==> config.mk <==
export PLATFORM = sky130hd
export DESIGN_NAME = link_bist_gen
export DESIGN_NICKNAME = d
export VERILOG_FILES = /design/src/rtl/link_bist_pkg.sv /design/src/rtl/bist_rst_sync.sv /design/src/rtl/bist_lfsr.sv /design/src/rtl/bist_seq_counter.sv /design/src/rtl/bist_out_mux.sv /design/src/rtl/link_bist_gen.sv
export SDC_FILE = /design/constraint.sdc
export NUM_CORES = 1
export LEC_CHECK = 0
export BUFFER_PORTS_ARGS = -buffer_cell sky130_fd_sc_hd__buf_2
export CORE_UTILIZATION = 55
export CTS_CLUSTER_DIAMETER = 50
export DETAILED_ROUTE_END_ITERATION = 16
export HOLD_SLACK_MARGIN = 0.1
export PLACE_DENSITY = 0.82
export SLEW_MARGIN = 40
export SYNTH_ARGS = -nofsm -noshare
export SYNTH_HDL_FRONTEND = slang
export SYNTH_SLANG_ARGS = --single-unit
==> constraint.sdc <==
create_clock -name clk -period 2.4 [get_ports clk]
set_input_delay 0.48 -clock clk [delete_from_list [all_inputs] [get_ports clk]]
set_output_delay 0.48 -clock clk [all_outputs]
set_load 0.02 [all_outputs]
==> src/rtl/link_bist_pkg.sv <==
package link_bist_pkg;
  typedef enum logic {
    MODE_NORMAL = 1'b0,
    MODE_BIST   = 1'b1
  } bist_mode_e;
endpackage

==> src/rtl/bist_rst_sync.sv <==
module bist_rst_sync #(
  parameter int STAGES = 2
) (
  input  logic clk,
  input  logic rst_n,
  output logic rst_sync_n
);
  logic [STAGES-1:0] sync_q;
  logic [STAGES-1:0] sync_d;

  always_comb begin
    sync_d = {sync_q[STAGES-2:0], 1'b1};
  end

  always_ff @(posedge clk or negedge rst_n) begin
    if (!rst_n) sync_q <= '0;
    else        sync_q <= sync_d;
  end

  assign rst_sync_n = sync_q[STAGES-1];
endmodule

==> src/rtl/bist_lfsr.sv <==
module bist_lfsr #(
  parameter int          W    = 9,
  parameter int          TAP  = 5,
  parameter logic [W-1:0] SEED = 9'h1FF
) (
  input  logic         clk,
  input  logic         rst_n,
  input  logic         load_i,
  input  logic         adv_i,
  output logic [W-1:0] state_o
);
  logic [W-1:0] state_q;
  logic [W-1:0] step;
  logic [W-1:0] state_d;
  logic         en;

  // Fibonacci feedback from the top stage and the tap stage
  assign step[0] = state_q[W-1] ^ state_q[TAP-1];
  for (genvar i = 1; i < W; i++) begin : g_shift
    assign step[i] = state_q[i-1];
  end

  assign en = load_i | adv_i;

  always_comb begin
    state_d = state_q;
    if (load_i)     state_d = SEED;
    else if (adv_i) state_d = step;
  end

  always_ff @(posedge clk or negedge rst_n) begin
    if (!rst_n)  state_q <= SEED;
    else if (en) state_q <= state_d;
  end

  assign state_o = state_q;
endmodule

==> src/rtl/bist_seq_counter.sv <==
module bist_seq_counter #(
  parameter int PERIOD = 511
) (
  input  logic clk,
  input  logic rst_n,
  input  logic clr_i,
  input  logic adv_i,
  output logic wrap_pulse_o
);
  localparam int              CNT_W = $clog2(PERIOD);
  localparam logic [CNT_W-1:0] LAST  = CNT_W'(PERIOD - 1);

  logic [CNT_W-1:0] cnt_q;
  logic [CNT_W-1:0] cnt_d;
  logic             pulse_q;
  logic             pulse_d;
  logic             at_last;
  logic             cnt_en;

  assign at_last = (cnt_q == LAST);
  assign cnt_en  = clr_i | adv_i;

  always_comb begin
    cnt_d   = cnt_q;
    pulse_d = 1'b0;
    if (clr_i) begin
      cnt_d = '0;
    end else if (adv_i) begin
      cnt_d   = at_last ? '0 : cnt_q + 1'b1;
      pulse_d = at_last;
    end
  end

  always_ff @(posedge clk or negedge rst_n) begin
    if (!rst_n)      cnt_q <= '0;
    else if (cnt_en) cnt_q <= cnt_d;
  end

  always_ff @(posedge clk or negedge rst_n) begin
    if (!rst_n) pulse_q <= 1'b0;
    else        pulse_q <= pulse_d;
  end

  assign wrap_pulse_o = pulse_q;
endmodule

==> src/rtl/bist_out_mux.sv <==
module bist_out_mux
  import link_bist_pkg::*;
#(
  parameter int DATA_W = 10,
  parameter int W      = 9
) (
  input  bist_mode_e        mode_i,
  input  logic [W-1:0]      pattern_i,
  input  logic              prog_i,
  input  logic [DATA_W-1:0] norm_data_i,
  input  logic              norm_valid_i,
  input  logic              fifo_empty_i,
  output logic [DATA_W-1:0] tx_data_o,
  output logic              tx_valid_o,
  output logic              tx_empty_o
);
  always_comb begin
    if (mode_i == MODE_BIST) begin
      tx_data_o  = DATA_W'(pattern_i);
      tx_valid_o = 1'b1;
      tx_empty_o = prog_i;
    end else begin
      tx_data_o  = norm_data_i;
      tx_valid_o = norm_valid_i;
      tx_empty_o = fifo_empty_i;
    end
  end
endmodule

==> src/rtl/link_bist_gen.sv <==
module link_bist_gen
  import link_bist_pkg::*;
#(
  parameter int           DATA_W     = 10,
  parameter int           W          = 9,
  parameter int           TAP        = 5,
  parameter logic [W-1:0] SEED       = 9'h1FF,
  parameter int           SYNC_STAGE = 2
) (
  input  logic              clk,
  input  logic              rst_n,
  input  logic              bist_en_i,
  input  logic              tx_ready_i,
  input  logic [DATA_W-1:0] norm_data_i,
  input  logic              norm_valid_i,
  input  logic              fifo_empty_i,
  output logic [DATA_W-1:0] tx_data_o,
  output logic              tx_valid_o,
  output logic              fifo_rd_hold_o,
  output logic              tx_empty_o
);
  localparam int PERIOD = (1 << W) - 1;

  logic       core_rst_n;
  bist_mode_e mode_q;
  bist_mode_e mode_d;
  logic       enter;
  logic       adv;
  logic [W-1:0] pattern;
  logic       prog;

  bist_rst_sync #(.STAGES(SYNC_STAGE)) u_rst_sync (
    .clk        (clk),
    .rst_n      (rst_n),
    .rst_sync_n (core_rst_n)
  );

  assign enter = (mode_q == MODE_NORMAL) && bist_en_i;
  assign adv   = (mode_q == MODE_BIST) && bist_en_i && tx_ready_i;

  always_comb begin
    mode_d = mode_q;
    case (mode_q)
      MODE_NORMAL: if (bist_en_i)                mode_d = MODE_BIST;
      MODE_BIST:   if (!bist_en_i && tx_ready_i) mode_d = MODE_NORMAL;
      default:                                   mode_d = MODE_NORMAL;
    endcase
  end

  always_ff @(posedge clk or negedge rst_n) begin
    if (!rst_n)           mode_q <= MODE_NORMAL;
    else if (!core_rst_n) mode_q <= MODE_NORMAL;
    else                  mode_q <= mode_d;
  end

  bist_lfsr #(.W(W), .TAP(TAP), .SEED(SEED)) u_lfsr (
    .clk     (clk),
    .rst_n   (core_rst_n),
    .load_i  (enter),
    .adv_i   (adv),
    .state_o (pattern)
  );

  bist_seq_counter #(.PERIOD(PERIOD)) u_seq_cnt (
    .clk          (clk),
    .rst_n        (core_rst_n),
    .clr_i        (enter),
    .adv_i        (adv),
    .wrap_pulse_o (prog)
  );

  bist_out_mux #(.DATA_W(DATA_W), .W(W)) u_out_mux (
    .mode_i       (mode_q),
    .pattern_i    (pattern),
    .prog_i       (prog),
    .norm_data_i  (norm_data_i),
    .norm_valid_i (norm_valid_i),
    .fifo_empty_i (fifo_empty_i),
    .tx_data_o    (tx_data_o),
    .tx_valid_o   (tx_valid_o),
    .tx_empty_o   (tx_empty_o)
  );

  assign fifo_rd_hold_o = (mode_q == MODE_BIST);
endmodule

==> flow_summary.yaml, run 1 <==
synth:
  ys_seq_area_share_pct: 48.91
  ys.flop_type: "dfrtp_1"
  synthTopCellsByArea: "dfrtp_1 28%, dfstp_2 21%, mux2_2 9.8%, o22a_1 6.1%, nand3_1 3.1%"
  synthesis.nets: 122
  yosys_warnings: 0
  synthCells: 104
  netlist_area_mm2: 0.001149
  synth_async_sr_flop_share_pct: 100.0
  yosysTopAreaCell: "dfrtp_1"
  ys_seq_elements: 22
  synth_edf_count: 0
  synth_top_area_share_pct: 28.32
  ys_types: 39
  synth.avg_cell_area_um2: 11.04
clock_network:
  clock_path_buffers: 2
  cts_sinks: 22
  path_clk_slew_ns: 0.12
  h-tree-depth: 1
  cts_resized: 0
  cts_root_buffer: "clkbuf_4"
  cts_buffers: 3
  clock_latency_ns: 0.30
  cts_tree: "built"
layout:
  final_area_mm2: 0.001339
  post-route-util_pct: 68.24
  nets: 152
  syn2layout_area_growth_pct: 16.56
  antennaDiodeCount: 0
  drive_gt1_share_pct: 42.86
  final_common_cell: "buf_2"
  final_cell_mix: "28 x buf_2, 13 x dfrtp_1, 10 x mux2_2, 9 x dfstp_2"
  stdcell_count: 160
  fillers: 173
outcome:
  outcome: "complete, no violations"
timing:
  clock_skew_ns: 0.007181
  finalCritPeriodShare_pct: 87.73
  rsz0062_at_grt: "no"
  timing_worst_slew_pin_value_ns: 0.6233
  hold_viol: 0
  fmax_ghz: 0.4749
  finalSetupViolCount: 0
  finalCriticalPeriod_ns: 2.106
  tns_ns: 0
  slew_headroom_pct: 58.44
  maxSlewViolCount: 0
drt:
  drc: 0
  drt-pass1-iter-count: 4
  vias_per_cell: 5.963
  drtAntennaViolNets: 0
  vias: 954
  drt_iter0_drc: 21
  drt_wl_total_um: 2314
  post_drt_wl_per_cell_um: 14.46
setup_path:
  crit_type: "reg -> out"
  reg2regPathDepth: 4
  worstReg2RegEnd: "u_seq_cnt.cnt_q[7]$_DFFE_PN0P_"
  cp-start-kind: "flip-flop"
  path_max_fanout: 18
  worst_setup_path_end_kind: "primary output"
  arrival_ns: 1.63
  reg2reg_slack_ns: 0.53
  r2r_start: "fifo_rd_hold_o$_DFF_PN0_"
  cp.required_ns: 1.92
floorplan:
  ios: 29
  core_area_mm2: 0.001962
  die_x_um: 47.70
  die-area_mm2: 0.002275
  die_y_um: 47.70
  floorplan.rows: 16
  initial_core_util_pct: 58.55
global_route:
  grt_pass1_vias: 841
  grt_pass1_wl_um: 3636
  grtUsageTotal_pct: 23.03
  grt_max_degree: 20
  grt_overflow: 0
  antenna_found_initial: 0
place:
  dp_hpwl_um: 1738
  place_inst: 155
  post_dp_cell_area_mm2: 0.001292
  portBuffers: 28
  gp_congestion: 0.8405
pwr:
  pwr_density_cell_mw_per_mm2: 511.9
  ir_drop_uv: 414.5
  power_w: 0.0006854
  total_leakage_power_nw: 0.5653
worst_hold_path:
  hp-class: "reg -> async"
run:
  maxCapViolCount: 0
-- flip-flops by register name (all words and copies together) (netlist names) --
signal and flops:
u_seq_cnt.wrap_pulse_o 1, u_lfsr.state_o 9, u_seq_cnt.cnt_q 9, fifo_rd_hold_o 1
u_rst_sync.sync_q 2
-- worst max-delay path by stage --
stage	from	end	slack, ns	cells after the start
CTS	fifo_rd_hold_o$_DFF_PN0_	tx_data_o[6]	0.29	2
finish	fifo_rd_hold_o$_DFF_PN0_	tx_empty_o	0.29	2
global route	fifo_rd_hold_o$_DFF_PN0_	tx_data_o[8]	0.19	2
floorplan	fifo_rd_hold_o$_DFF_PN0_	tx_data_o[0]	0.73	3
global placement	fifo_rd_hold_o$_DFF_PN0_	u_seq_cnt.cnt_q[2]$_DFFE_PN0P_	0.66	4
detailed placement	fifo_rd_hold_o$_DFF_PN0_	u_seq_cnt.cnt_q[7]$_DFFE_PN0P_	0.55	4
-- cell type report --
cell class | count | area (µm²) | share of cell area, %
Clock buffer | 4 | 36.28 | 2.710
Tap cell | 27 | 33.78 | 2.523
Sequential cell | 22 | 561.8 | 41.96
Inverter | 2 | 7.507 | 0.5607
Multi-Input combinational cell | 75 | 541.8 | 40.47
Timing Repair Buffer | 30 | 157.7 | 11.78
-- cell families after synthesis --
kind of cell | count (synthesis) | share of synthesized area [%]
flops | 22 | 48.91
xor+xnor | 1 | 0.7627
compound gates | 29 | 18.41
other cells | 1 | 0.3265
mux | 11 | 10.68
simple gates | 31 | 14.82
buf+inv | 7 | 3.921
fa+ha+maj | 2 | 2.178
-- per-layer routing --
metal | up-vias | share of wire (%) | global-route usage (%) | wire length, µm
met5 | - | 0 | 0 | 0
met2 | 40 | 47 | 35.41 | 1089
li1 | 448 | - | - | -
met3 | 6 | 6.5 | 2.642 | 150
met4 | 0 | 1.6 | 9.444 | 36
met1 | 460 | 45 | 33.09 | 1037
-- where the power goes --
| group | internal [W] | switching (W) |
|---|---|---|
| Combinational | 0.0000417 | 0.0000548 |
| Clock | 0.0000925 | 0.000106 |
| Sequential | 0.000379 | 0.0000116 |
| Total | 0.000513 | 0.000172 |
-- metrics by stage --
step	hold WS [ns]	setup WS, ns
6_report	0.2232	0.2945
5_1_grt	0.2843	0.1910
4_1_cts	0.2350	0.2854
3_5_place_dp	0.2220	0.5534
3_3_place_gp	0.2171	0.6647
2_1_floorplan	0.1844	0.7279
-- worst max-delay path, stage by stage, from the launching register on --
cell     delay [ns]
dfrtp_1        0.76
mux2_2         0.40
buf_2          0.16
-- what timing repair did --
action	in CTS	in global routing
hold buffers	1	0
buffers inserted	0	0
hold endpoints to repair	3	0
-- synth_stat cells, types with 2 or more instances --
| library cell | count |
|---|---|
| nand2_1 | 8 |
| and3_1 | 2 |
| o21ai_0 | 5 |
| dfrtp_1 | 13 |
| ha_1 | 2 |
| nor2_1 | 2 |
| o31ai_1 | 2 |
| mux2_2 | 10 |
| inv_1 | 2 |
| a31oi_1 | 4 |
| nand3_1 | 7 |
| buf_2 | 3 |
| buf_6 | 2 |
| o22a_1 | 8 |
| dfstp_2 | 9 |
| nor3_1 | 2 |
Power figures use the tool's default switching activity.
==> run 2: changes to the inputs <==
==> constraint.sdc (replaced) <==
create_clock -name clk -period 2.6 [get_ports clk]
set_input_delay 0.52 -clock clk [delete_from_list [all_inputs] [get_ports clk]]
set_output_delay 0.52 -clock clk [all_outputs]
set_load 0.02 [all_outputs]
==> flow_summary.yaml, run 2 (same netlist as run 1, synthesis figures left out) <==
pwr:
  combPwrFrac_pct: 13.2
  p_sw_w: 0.0001654
  p_clk_share_pct: 33.0
  p_int_w: 0.0005059
  power_frac_seq_pct: 53.7
  swShare_pct: 24.64
  total_leakage_power_nw: 0.5704
  ir_drop_uv: 458.4
  power_w: 0.0006713
  pwr_density_cell_mw_per_mm2: 497.2
global_route:
  grt_overflow: 0
  grt_pass1_vias: 821
  grt_pass1_wl_um: 3560
  grtUsageTotal_pct: 22.99
  antenna_found_initial: 0
  grt_max_degree: 20
clock_network:
  cts_sinks: 22
  cts_buffers: 3
  clock_path_buffers: 2
  clock_latency_ns: 0.31
  cts_root_buffer: "clkbuf_4"
  h-tree-depth: 1
  cts_tree: "built"
  cts_setup_buffers: 0
  path_clk_slew_ns: 0.12
timing:
  rsz0062_at_grt: "no"
  maxSlewViolCount: 0
  clock_skew_ns: 0.001062
  hold_viol: 0
  tns_ns: 0
  finalCritPeriodShare_pct: 82.67
  finalCriticalPeriod_ns: 2.149
  slew_headroom_pct: 59.54
  fmax_ghz: 0.4652
  finalSetupViolCount: 0
  timing_worst_slew_pin_value_ns: 0.6069
setup_path:
  r2r_start: "fifo_rd_hold_o$_DFF_PN0_"
  path_max_fanout: 18
  arrival_ns: 1.63
  worst_setup_path_end_kind: "primary output"
  cp.required_ns: 2.08
  reg2reg_slack_ns: 0.74
  crit_type: "reg -> out"
  reg2regPathDepth: 4
  worstReg2RegEnd: "u_seq_cnt.cnt_q[3]$_DFFE_PN0P_"
  cp-start-kind: "flip-flop"
floorplan:
  die_x_um: 47.70
  die-area_mm2: 0.002275
  core_area_mm2: 0.001962
  initial_core_util_pct: 58.55
  floorplan.rows: 16
  ios: 29
  die_y_um: 47.70
place:
  dp_hpwl_um: 1695
  gp_congestion: 0.8432
  portBuffers: 28
  post_dp_cell_area_mm2: 0.001292
run:
  maxCapViolCount: 0
layout:
  final_common_cell: "buf_2"
  antennaDiodeCount: 0
  nets: 152
  syn2layout_area_growth_pct: 17.54
  post-route-util_pct: 68.81
  drive_gt1_share_pct: 42.86
  final_area_mm2: 0.001350
  final_cell_mix: "28 x buf_2, 13 x dfrtp_1, 10 x mux2_2, 9 x dfstp_2"
drt:
  vias: 959
  post_drt_wl_per_cell_um: 14.24
  drt_wl_total_um: 2278
  drt_iter0_drc: 17
  drc: 0
  drt-pass1-iter-count: 4
  vias_per_cell: 5.994
  drtAntennaViolNets: 0
outcome:
  outcome: "complete, no violations"
worst_hold_path:
  hp-class: "reg -> async"
[run 2: area by class of cell]
type / count / area [µm²]
Sequential cell: 22 / 561.8
Clock buffer: 4 / 47.55
Fill cell: 166 / 611.8
Multi-Input combinational cell: 75 / 541.8
Inverter: 2 / 7.507
Timing Repair Buffer: 30 / 157.7
Tap cell: 27 / 33.78
[run 2: timing repair]
action                    CTS  global route
hold endpoints to repair    3             0
resized for setup           0             0
hold buffers                1             0
[run 2: power groups by stage]
stage / Combinational [W] / Sequential, W / Clock (W)
after floorplan: 0.0000571 / 0.000366 / 0
after global placement: 0.0000865 / 0.000366 / 0
after detailed placement: 0.0000882 / 0.000366 / 0
after CTS: 0.0000898 / 0.000361 / 0.000228
after global routing: 0.0000983 / 0.000362 / 0.000242
final: 0.0000889 / 0.000361 / 0.000222
[run 2: worst max-delay path by stage]
stage	cells past startpoint	slack, ns	start	to
6_report	2	0.45	fifo_rd_hold_o$_DFF_PN0_	tx_data_o[3]
3_5_place_dp	4	0.77	fifo_rd_hold_o$_DFF_PN0_	u_seq_cnt.cnt_q[3]$_DFFE_PN0P_
5_1_grt	2	0.34	fifo_rd_hold_o$_DFF_PN0_	tx_data_o[3]
4_1_cts	2	0.44	fifo_rd_hold_o$_DFF_PN0_	tx_data_o[3]
2_1_floorplan	3	0.89	fifo_rd_hold_o$_DFF_PN0_	tx_data_o[0]
3_3_place_gp	2	0.84	fifo_rd_hold_o$_DFF_PN0_	tx_data_o[5]
[run 2: worst max-delay path, cell delays in order, from the launching register on]
cell     delay (ns)
dfrtp_1        0.75
mux2_2         0.41
buf_2          0.16
[run 2: layer usage]
metal	up-vias	GRT usage, %	part of all wire (%)
met5	-	0	0
met2	36	38.38	49
met4	0	10.00	1.8
li1	449	-	-
met3	5	3.019	5.3
met1	469	29.88	44
[run 2: metrics by stage]
step	cells	setup WS [ns]	hold WS, ns
floorplan	104	0.8879	0.2244
global placement	155	0.8434	0.2183
detailed placement	155	0.7687	0.2275
CTS	160	0.4387	0.2291
global route	160	0.3393	0.2711
finish	160	0.4505	0.2288
